$ cat src/rtl/baud_clk_pkg.sv
package baud_clk_pkg;
  localparam int unsigned SEL_W_DEF = 3;
  localparam int unsigned CNT_W_DEF = 11;
  typedef int unsigned div_tab_t [8];
  // 2457600 / divisor = 16 x baud
  localparam div_tab_t DIV_TAB_DEF = '{1396, 512, 256, 128, 64, 32, 16, 16};
endpackage

$ cat src/rtl/baud_rate_lut.sv
module baud_rate_lut #(
  parameter int unsigned SEL_W = 3,
  parameter int unsigned CNT_W = 11,
  parameter int unsigned DIV_TAB [2**SEL_W] = baud_clk_pkg::DIV_TAB_DEF
) (
  input  logic [SEL_W-1:0] sel,
  output logic [CNT_W-1:0] div
);
  localparam int unsigned NUM = 2**SEL_W;

  logic [CNT_W-1:0] rom [NUM];

  for (genvar gi = 0; gi < NUM; gi++) begin : g_rom
    assign rom[gi] = CNT_W'(DIV_TAB[gi]);
  end

  assign div = rom[sel];
endmodule

$ cat src/rtl/baud_period_ctr.sv
module baud_period_ctr #(
  parameter int unsigned CNT_W = 11
) (
  input  logic             clk,
  input  logic             rst,
  input  logic             en,
  input  logic [CNT_W-1:0] div_sel,
  output logic [CNT_W-1:0] cnt_nxt,
  output logic [CNT_W-1:0] div_nxt,
  output logic             tick
);
  logic [CNT_W-1:0] cnt_q;
  logic [CNT_W-1:0] div_q;
  logic             reload;

  assign reload = (cnt_q == '0);

  always_comb begin
    cnt_nxt = cnt_q;
    div_nxt = div_q;
    if (en) begin
      if (reload) begin
        div_nxt = div_sel;
        cnt_nxt = div_sel - CNT_W'(1);
      end else begin
        cnt_nxt = cnt_q - CNT_W'(1);
      end
    end
  end

  always_ff @(posedge clk) begin
    if (rst) begin
      cnt_q <= '0;
      div_q <= div_sel;
      tick  <= 1'b0;
    end else begin
      cnt_q <= cnt_nxt;
      div_q <= div_nxt;
      tick  <= en && reload;
    end
  end

  // latched divisor only moves at a period boundary
  assert_div_held_R7: assert property (@(posedge clk) disable iff (rst)
    (!reload || !en) |=> $stable(div_q));

  // strobe never lasts two cycles
  assert_tick_single_R6: assert property (@(posedge clk) disable iff (rst)
    tick |=> !tick);
endmodule

$ cat src/rtl/baud_wave_shaper.sv
module baud_wave_shaper #(
  parameter int unsigned CNT_W = 11
) (
  input  logic             clk,
  input  logic             rst,
  input  logic             en,
  input  logic [CNT_W-1:0] cnt_nxt,
  input  logic [CNT_W-1:0] div_nxt,
  output logic             wave
);
  // high while remaining count is in the upper (ceil) half
  always_ff @(posedge clk) begin
    if (rst)     wave <= 1'b0;
    else if (en) wave <= (cnt_nxt >= (div_nxt >> 1));
  end
endmodule

$ cat src/rtl/baud_clk_gen.sv
module baud_clk_gen #(
  parameter int unsigned SEL_W = baud_clk_pkg::SEL_W_DEF,
  parameter int unsigned CNT_W = baud_clk_pkg::CNT_W_DEF,
  parameter int unsigned DIV_TAB [2**SEL_W] = baud_clk_pkg::DIV_TAB_DEF
) (
  input  logic             clk,
  input  logic             rst,
  input  logic             en,
  input  logic [SEL_W-1:0] rate_sel,
  output logic             baud_x16,
  output logic             tick
);
  logic [CNT_W-1:0] div_sel;
  logic [CNT_W-1:0] cnt_nxt;
  logic [CNT_W-1:0] div_nxt;

  baud_rate_lut #(.SEL_W(SEL_W), .CNT_W(CNT_W), .DIV_TAB(DIV_TAB)) u_lut (
    .sel (rate_sel),
    .div (div_sel)
  );

  baud_period_ctr #(.CNT_W(CNT_W)) u_ctr (
    .clk     (clk),
    .rst     (rst),
    .en      (en),
    .div_sel (div_sel),
    .cnt_nxt (cnt_nxt),
    .div_nxt (div_nxt),
    .tick    (tick)
  );

  baud_wave_shaper #(.CNT_W(CNT_W)) u_wave (
    .clk     (clk),
    .rst     (rst),
    .en      (en),
    .cnt_nxt (cnt_nxt),
    .div_nxt (div_nxt),
    .wave    (baud_x16)
  );

  // reset forces both outputs low
  assert_reset_low_R1: assert property (@(posedge clk)
    rst |=> (!baud_x16 && !tick));

  // strobe coincides with the high half
  assert_tick_high_R6: assert property (@(posedge clk) disable iff (rst)
    tick |-> baud_x16);

  // every rising edge of the wave carries a strobe
  assert_rise_tick_R6: assert property (@(posedge clk) disable iff (rst)
    $rose(baud_x16) |-> tick);

  // disabled cycles freeze the wave and suppress the strobe
  assert_hold_disabled_R8: assert property (@(posedge clk) disable iff (rst)
    !en |=> ($stable(baud_x16) && !tick));
endmodule

$ cat config.mk
export PLATFORM = sky130hd
export DESIGN_NAME = baud_clk_gen
export DESIGN_NICKNAME = d
export VERILOG_FILES = /design/src/rtl/baud_clk_pkg.sv /design/src/rtl/baud_rate_lut.sv /design/src/rtl/baud_period_ctr.sv /design/src/rtl/baud_wave_shaper.sv /design/src/rtl/baud_clk_gen.sv
export SDC_FILE = /design/constraint.sdc
export NUM_CORES = 1
export LEC_CHECK = 0
export ABC_CLOCK_PERIOD_IN_PS = 7600
export BUFFER_PORTS_ARGS = -buffer_cell sky130_fd_sc_hd__buf_2
export CORE_UTILIZATION = 50
export CTS_BUF_LIST = sky130_fd_sc_hd__clkbuf_2 sky130_fd_sc_hd__clkbuf_4 sky130_fd_sc_hd__clkbuf_8
export CTS_CLUSTER_DIAMETER = 60
export DETAILED_ROUTE_END_ITERATION = 7
export PLACE_DENSITY = 0.78
export SYNTH_ARGS = -nofsm -noshare
export SYNTH_HDL_FRONTEND = slang
export SYNTH_HIERARCHICAL = 1
export SYNTH_SLANG_ARGS = --single-unit
$ cat constraint.sdc
create_clock -name clk -period 7.6 [get_ports clk]
set_clock_uncertainty 0.15 [all_clocks]
set_input_delay 0.76 -clock clk [delete_from_list [all_inputs] [get_ports clk]]
set_output_delay 0.76 -clock clk [all_outputs]
set_load 0.005 [all_outputs]
==> results.txt, run 1 <==
WL/cell - 13.9 um
family with the most delay on the worst path - compound AO/OA/AOI/OAI gates
Post-CTS Repair Setup Buffers - 0
total number of vias - 1575
initial antenna violation count - 0
pin count of the biggest net entering global routing - 16
cell mode on critical path - nand3_1
critical path class - in2reg
Synth warnings - 6
initial drt markers - 151
Antenna Nets Post-Route - 0
die height - 61.2 um
Remaining Overflow, GRT - 0
Max clock buf depth - 2
core area - 3340 um2
final net count - 241
final wirelength - 3.74 mm
Worst-path clk slew - 140 ps
detailed placer's ending HPWL - 2.83 mm
RSZ-0062 raised after global routing - no
metal2 WL - 1.69 mm
pwr dens - 491 nW/um2
# hold bufs at CTS - 0
DP Worst Slack - 3820 ps
clock period minus worst slack - 3520 ps
layout cells sized above 1 - 16.6%
CTS tree - yes
Worst R2R Setup Slack - 4130 ps
Ports - 8
worst hold margin - 348 ps
total negative slack - 0 ps
Crit path largest cell delay - 590 ps
Final Max Slew Viols - 0
fin util - 54.3%
vias per inst - 5.86
Slew HR - 40.6%
Crit-path slowest cell - o311ai_0
post_cts resized - 0
Final Hold Vio Count - 0
uppermost layer routed - met4
outcome - completed
DRC Markers - 0
WL met3 - 226 um
Tot GR Track Use - 22.5%
number of fill cells in the layout - 324
CTS sink count - 23
final setup vio count - 0
Worst Path Required - 7670 ps
n_diodes - 0
HP Class - reg2reg
Least-Margin Pin Slew - 883 ps
H-tree depth - 1
clk root buf - clkbuf_4
die width - 61.2 um
Layout area overhead - 3.50%
crit start category - input pin
TritonCTS Buffers - 3
M1 WL - 1.78 mm
CP endpoint kind - flip-flop
cell count after synthesis - 222
Setup WS post-layout - 4080 ps
# rows - 21
drt pass-1 iters - 4
Tot Pwr - 0.890 mW
worst-path fanout max - 13
crit share post-route - 46.4%
die area - 3740 um2
Starting Density - 52.5%
Peak Freq - 0.284 GHz
CP Cell Sequence - buf_2, nor3_2, a21o_1, or4_1, o311ai_0, nand3_1, nand2_1, nand3_1, ha_1, a21oi_1, o211ai_2, a211oi_2, nor4_2
Critical Path AT - 3590 ps
IO buf count - 7
number of global-route vias before repair - 1317
worst skew pair latency - 320 ps
Mapped Area - 1750 um2
first-pass GRT wire length - 6.08 mm
Worst Path Buf+Inv - 1
maximum vdd drop - 0.242 mV
average size of a mapped cell - 7.89 um2
Placer Congestion - 0.896
Max-Cap Viols - 0
Pleak - 0.801 nW
layout by cell type (no fill, tap or decap), types with 4 or more instances in the layout:
cell type,count
nand2_1,40
dfxtp_1,23
nor2_1,17
inv_1,13
a21oi_1,12
mux2_2,11
ha_1,11
nor3_1,8
buf_2,7
and2_1,7
nand3_1,5
nand4_1,4
a21o_1,4
area by class of cell:
type / count / area (um2) / share of cell area (%)
multi-input cells: 176 / 1180 / 65.3
flip-flops and latches: 23 / 460 / 25.4
well taps: 46 / 57.6 / 3.17
inverters: 13 / 48.8 / 2.69
repair buffers: 7 / 35.0 / 1.93
clock buffers: 3 / 22.5 / 1.24
clock inverters: 1 / 5.00 / 0.276
power by group:
part / internal (mW) / switching (mW) / leakage, nW
Clock: 0.0197 / 0.0396 / 0.0177
Sequential: 0.161 / 0.0379 / 0.190
Combinational: 0.247 / 0.385 / 0.594
Total: 0.428 / 0.462 / 0.801
path summary, 6_finish.rpt:
check | from | end | cells after the start
hold reg to reg | u_ctr/div_q[1] | u_ctr/div_q[1] | 1
setup / recovery | rate_sel[0] | u_wave/wave | 13
setup reg to reg | u_ctr/cnt_q[6] | u_wave/wave | 9
hold / removal | u_ctr/div_q[1] | u_ctr/div_q[1] | 1
registers in the layout, indices dropped and copies added, names as in the netlist:
signal and cells:
u_ctr/div_q 10, u_ctr/tick 1, u_wave/wave 1, u_ctr/cnt_q 11
metal layers:
layer / global-route usage (%) / up-vias
met5: 0 / -
met4: 9.74 / 0
met3: 6.09 / 8
met2: 37.4 / 44
met1: 27.3 / 743
li1: - / 780
stage by stage:
step           cell area, um2  cells
2_1_floorplan            1760    224
3_3_place_gp             1790    265
3_5_place_dp             1790    265
4_1_cts                  1810    269
5_1_grt                  1810    269
6_report                 1810    269
worst reg2reg max path, stage by stage (launching register included):
cell and delay (ps):
dfxtp_1 350, or4_1 730, nor4_4 810, a21oi_1 190, xnor2_1 180, ha_1 330
a21oi_1 170, o21ai_1 140, a211oi_2 250, nor4_2 70
Note: power is estimated with default switching activity, not from simulation.
==> run 2, diff against run 1 <==
--- a/config.mk
+++ b/config.mk
@@ -5,7 +5,7 @@
 export SDC_FILE = /design/constraint.sdc
 export NUM_CORES = 1
 export LEC_CHECK = 0
-export ABC_CLOCK_PERIOD_IN_PS = 7600
+export ABC_CLOCK_PERIOD_IN_PS = 3250
 export BUFFER_PORTS_ARGS = -buffer_cell sky130_fd_sc_hd__buf_2
 export CORE_UTILIZATION = 50
 export CTS_BUF_LIST = sky130_fd_sc_hd__clkbuf_2 sky130_fd_sc_hd__clkbuf_4 sky130_fd_sc_hd__clkbuf_8
==> constraint.sdc (replaced) <==
create_clock -name clk -period 3.25 [get_ports clk]
set_clock_uncertainty 0.15 [all_clocks]
set_input_delay 0.325 -clock clk [delete_from_list [all_inputs] [get_ports clk]]
set_output_delay 0.325 -clock clk [all_outputs]
set_load 0.005 [all_outputs]
==> results.txt, run 2 (synthesized netlist as in run 1, its figures left out) <==
outcome - completed
clk root buf - clkbuf_4
Antenna Nets Post-Route - 0 (unchanged)
total negative slack - 0 ps (unchanged)
Multi-input gate area - 1200 um2 (+1.4%)
Tot GR Track Use - 24.4% (+1.9 points)
IO buf count - 7 (unchanged)
initial antenna violation count - 0 (unchanged)
critical path class - reg2reg
HP Class - in2reg
# rows - 21 (unchanged)
initial drt markers - 136 (-9.9%)
WL/cell - 14.7 um (+5.8%)
CTS sink count - 23 (unchanged)
Ports - 8 (unchanged)
pin count of the biggest net entering global routing - 16 (unchanged)
Crit-path slowest cell - o311ai_1
Largest register FFs - 11 (unchanged)
die area - 3740 um2 (unchanged)
Cell Count, Final, Fillers Out - 283 (+5.2%)
most frequent cells in the layout - 40 x nand2_1, 23 x dfxtp_1, 17 x nor2_1
Top Registers - u_ctr/cnt_q: 11 flops, u_ctr/div_q: 10 flops
number of fill cells in the layout - 304 (-6.2%)
WHS Path Cells - 2 (+1)
Tot Pwr - 2.29 mW (+160%)
final net count - 255 (+5.8%)
vias per inst - 5.72 (-2.4%)
worst r2r path cells - 9 (unchanged)
Final Hold Vio Count - 0 (unchanged)
Worst-path clk slew - 130 ps (about the same)
Least-Margin Pin Slew - 662 ps (-222 ps)
Critical Path AT - 3140 ps (-450 ps)
maximum vdd drop - 0.481 mV (+99%)
final setup vio count - 0 (unchanged)
worst skew pair latency - 330 ps (about the same)
Max clock buf depth - 2 (unchanged)
drt pass-1 iters - 4 (unchanged)
pwr dens - 1180 nW/um2 (+140%)
CP Cell Sequence - or3_1, o311ai_1, o21ai_0, nor2b_1, ha_1, inv_1, o211ai_2, a211oi_2, nor4_2
number of global-route vias before repair - 1512 (+15%)
Worst Path Required - 3350 ps (-4320 ps)
Slew HR - 55.2% (+15 points)
detailed placer's ending HPWL - 3.06 mm (+8.2%)
Peak Freq - 0.328 GHz
CTS tree - yes
Sequential cell area - 460 um2 (unchanged)
total number of vias - 1618 (+2.7%)
commonest non-fill, non-tap cell in the layout - nand2_1
Pleak - 0.871 nW (+8.7%)
Crit path largest cell delay - 680 ps (+90 ps)
# hold bufs at CTS - 0 (unchanged)
die height - 61.2 um (unchanged)
Layout area overhead - 10.6%
worst-path fanout max - 7 (-6)
Post-Place Cells - 277 (+4.5%)
n_diodes - 0 (unchanged)
TritonCTS Buffers - 3 (unchanged)
final wirelength - 4.17 mm (+11%)
die width - 61.2 um (unchanged)
first-pass GRT wire length - 6.73 mm (+11%)
Starting Density - 52.5% (unchanged)
Placer Congestion - 0.880 (-1.8%)
crit share post-route - 93.7%
layout cells sized above 1 - 21.9% (+5.3 points)
fin util - 58.0% (+3.7 points)
Remaining Overflow, GRT - 0 (unchanged)
largest reg by FF count - u_ctr/cnt_q
CP endpoint kind - flip-flop
DRC Markers - 0 (unchanged)
core area - 3340 um2 (unchanged)
Final Max Slew Viols - 0 (unchanged)
RSZ-0062 raised after global routing - no
Max-Cap Viols - 0 (unchanged)
H-tree depth - 1 (unchanged)
clock period minus worst slack - 3040 ps
crit start category - flip-flop
run 2: cell type report:
type | instances | area share (%)
clock buffers | 3 | 1.16
flip-flops and latches | 23 | 23.8
well taps | 46 | 2.97
inverters | 13 | 2.52
multi-input cells | 176 | 62.0
repair buffers | 21 | 7.24
clock inverters | 1 | 0.388
run 2: worst paths after layout:
check | start | end | slack [ps]
max | u_ctr/cnt_q[9] | u_wave/wave | 210
min | rst | u_ctr/cnt_q[0] | 150
max reg2reg | u_ctr/cnt_q[9] | u_wave/wave | 210
min reg2reg | u_ctr/div_q[1] | u_ctr/div_q[1] | 350
run 2: report_power, final:
part	internal [mW]	switching [mW]	total, mW
Combinational	0.721	0.956	1.68
Clock	0.0472	0.0965	0.144
Sequential	0.377	0.0918	0.469
Total	1.14	1.14	2.29
run 2: metrics by stage:
step,instance area (um2),setup slack (ps),hold WS (ps)
after floorplan,1760,410,246
after global placement,1880,107,311
after detailed placement,1880,79.3,323
after CTS,1910,26.3,142
after global routing,1940,92.4,153
final,1940,206,149
run 2: critical path: cells and delay by family, from the launching register on:
kind / cells / cell delay (ps)
AOI/OAI and AO/OA: 4 / 1130
DFF: 1 / 390
and+or+nand+nor: 3 / 960
adders and majority gates: 1 / 280
buffers and inverters: 1 / 50
run 2: metal layers:
| layer | GRT usage, % | share of wire (%) | routed length, um |
|---|---|---|---|
| met1 | 30.7 | 45 | 1860 |
| met2 | 39.8 | 46 | 1910 |
| met3 | 5.88 | 7.6 | 315 |
| met4 | 10.7 | 1.9 | 80 |
| met5 | 0 | 0 | 0 |
run 2: repair_timing:
item	4_1_cts	5_1_grt
setup endpoints to repair	1	1
hold endpoints to repair	0	0
resized for setup	0	3
gates cloned	0	0
pin swaps	1	1
setup buffers	0	2
==> run 3, diff against run 2 <==
--- a/config.mk
+++ b/config.mk
@@ -5,6 +5,7 @@
 export SDC_FILE = /design/constraint.sdc
 export NUM_CORES = 1
 export LEC_CHECK = 0
+export ABC_AREA = 1
 export ABC_CLOCK_PERIOD_IN_PS = 3250
 export BUFFER_PORTS_ARGS = -buffer_cell sky130_fd_sc_hd__buf_2
 export CORE_UTILIZATION = 50
==> results.txt, run 3 <==
average size of a mapped cell - 6.30 um2 (-20%)
final wirelength - 4.03 mm (-3.3%)
Sequential cell area - 460 um2 (unchanged)
clock period minus worst slack - 2830 ps (-210 ps)
Ports - 8 (unchanged)
Worst Path Required - 3320 ps (-30 ps)
Worst Path Buf+Inv - 3 (+2)
Cell Area, Placed - 1850 um2 (-1.1%)
Post-CTS Repair Setup Buffers - 0 (unchanged)
worst-path fanout max - 18 (+11)
CTS tree - yes
IO buf count - 7 (unchanged)
outcome - completed
Worst-path clk slew - 130 ps (about the same)
# hold bufs at CTS - 0 (unchanged)
Worst R2R Setup Slack - 420 ps (+210 ps)
Least-Margin Pin Slew - 709 ps (+47.2 ps)
CP endpoint kind - flip-flop
Max-Cap Viols - 0 (unchanged)
Tot GR Track Use - 22.8% (-1.7 points)
Setup WS post-layout - 416 ps (+210 ps)
RSZ-0062 raised after global routing - no
family with the most delay on the worst path - simple AND/OR/NAND/NOR gates
final setup vio count - 0 (unchanged)
Placer Congestion - 0.877 (-0.36%)
crit start category - flip-flop
HP Class - in2reg
Peak Freq - 0.353 GHz (+7.4%)
Remaining Overflow, GRT - 0 (unchanged)
initial drt markers - 116 (-15%)
Slew HR - 52.6% (-2.6 points)
vias per inst - 4.91 (-14%)
clk root buf - clkbuf_4
commonest non-fill, non-tap cell in the layout - nand2_1
Largest register FFs - 11 (unchanged)
Synth warnings - 6 (unchanged)
layout cells sized above 1 - 18.6% (-3.4 points)
total negative slack - 0 ps (unchanged)
DRC Markers - 0 (unchanged)
critical path class - reg2reg
first-pass GRT wire length - 6.95 mm (+3.2%)
Critical Path AT - 2910 ps (-230 ps)
die width - 62.3 um (+1.7%)
final net count - 309 (+21%)
Final Hold Vio Count - 0 (unchanged)
final instance area - 1880 um2 (-2.7%)
n_diodes - 0 (unchanged)
worst skew pair latency - 310 ps (-20 ps)
number of global-route vias before repair - 1480 (-2.1%)
TritonCTS Buffers - 3 (unchanged)
Antenna Nets Post-Route - 0 (unchanged)
Crit-path slowest cell - nand2_1
RR Endpoint - u_wave/wave
die area - 3880 um2 (+3.5%)
Final Max Slew Viols - 0 (unchanged)
total number of vias - 1655 (+2.3%)
Crit path largest cell delay - 410 ps (-270 ps)
most frequent cells in the layout - 78 x nand2_1, 48 x inv_1, 26 x nor2_1
Layout area overhead - 3.79%
H-tree depth - 1 (unchanged)
Max clock buf depth - 2 (unchanged)
WL/cell - 12.0 um (-19%)
Multi-input gate area - 1090 um2 (-9.1%)
drt pass-1 iters - 4 (unchanged)
largest reg by FF count - u_ctr/cnt_q
DP Worst Slack - 492 ps (+412 ps)
Starting Density - 53.2% (+0.66 points)
Reg-to-Reg Start - u_ctr/cnt_q[4]
die height - 62.3 um (+1.7%)
number of fill cells in the layout - 355 (+17%)
CP Cell Sequence - nor2_2, nand2_2, nor2_8, nand2_4, inv_2, nand2_1, o21ai_2, inv_1, ha_1, nand2_1, inv_1, nand2_1, nand2_1, nand2_1, nand3_1, nor2_1, nor2_1
cell count after synthesis - 288 (+30%)
pin count of the biggest net entering global routing - 22 (+6)
hold_sp - rst
Top Registers - u_ctr/cnt_q: 11 flops, u_ctr/div_q: 10 flops
cell mode on critical path - nand2_1
crit share post-route - 87.2% (-6.5 points)
detailed placer's ending HPWL - 3.18 mm (+3.7%)
WHS Path Cells - 2 (unchanged)
Hold Path Sink - u_ctr/cnt_q[3]
CTS sink count - 23 (unchanged)
initial antenna violation count - 0 (unchanged)
# rows - 21 (unchanged)
post_cts resized - 0 (unchanged)
worst r2r path cells - 17 (+8)
Mapped Area - 1820 um2 (+3.6%)
core area - 3420 um2 (+2.4%)
[run 3: worst reg2reg max path: stages, from the launching register on]
cell	delay (ps)
dfxtp_1	360
nor2_2	140
nand2_2	110
nor2_8	180
nand2_4	100
inv_2	100
nand2_1	410
o21ai_2	310
inv_1	70
ha_1	300
nand2_1	100
inv_1	40
nand2_1	50
nand2_1	50
nand2_1	60
nand3_1	60
nor2_1	100
nor2_1	50
[run 3: routing by layer]
metal / track usage (%) / wire length, um / up-vias
met1: 33.1 / 1980 / 731
li1: - / - / 881
met4: 4.36 / 24 / 0
met2: 35.7 / 1830 / 41
met5: 0 / 0 / -
met3: 3.31 / 197 / 2
[run 3: stage by stage]
step           hold WS (ps)  std cells  util [%]
2_1_floorplan           244        290         -
3_3_place_gp            330        333      54.3
3_5_place_dp            329        333      54.3
4_1_cts                 210        337      55.2
5_1_grt                 205        337      55.2
6_report                207        337      55.2
[run 3: how the worst max path moves through the flow]
stage / slack (ps) / endpoint / startpoint / cells past startpoint
3_5_place_dp: 490 / u_wave/wave / u_ctr/cnt_q[4] / 17
4_1_cts: 430 / u_wave/wave / u_ctr/cnt_q[4] / 17
6_report: 420 / u_wave/wave / u_ctr/cnt_q[4] / 17
5_1_grt: 120 / u_wave/wave / u_ctr/cnt_q[4] / 15
2_1_floorplan: 930 / u_wave/wave / u_ctr/cnt_q[4] / 23
3_3_place_gp: 540 / u_wave/wave / rate_sel[0] / 24
[run 3: final cells by class]
| type | count | area share [%] |
|---|---|---|
| Tap cell | 46 | 3.05 |
| Multi-Input combinational cell | 201 | 57.9 |
| Timing Repair Buffer | 7 | 1.86 |
| Sequential cell | 23 | 24.4 |
| Inverter | 56 | 11.2 |
| Clock buffer | 4 | 1.59 |
Power of run 3 is left out: the tool's default activity adds up to more than one toggle a clock period on the data nets, which glitch-free logic cannot reach.
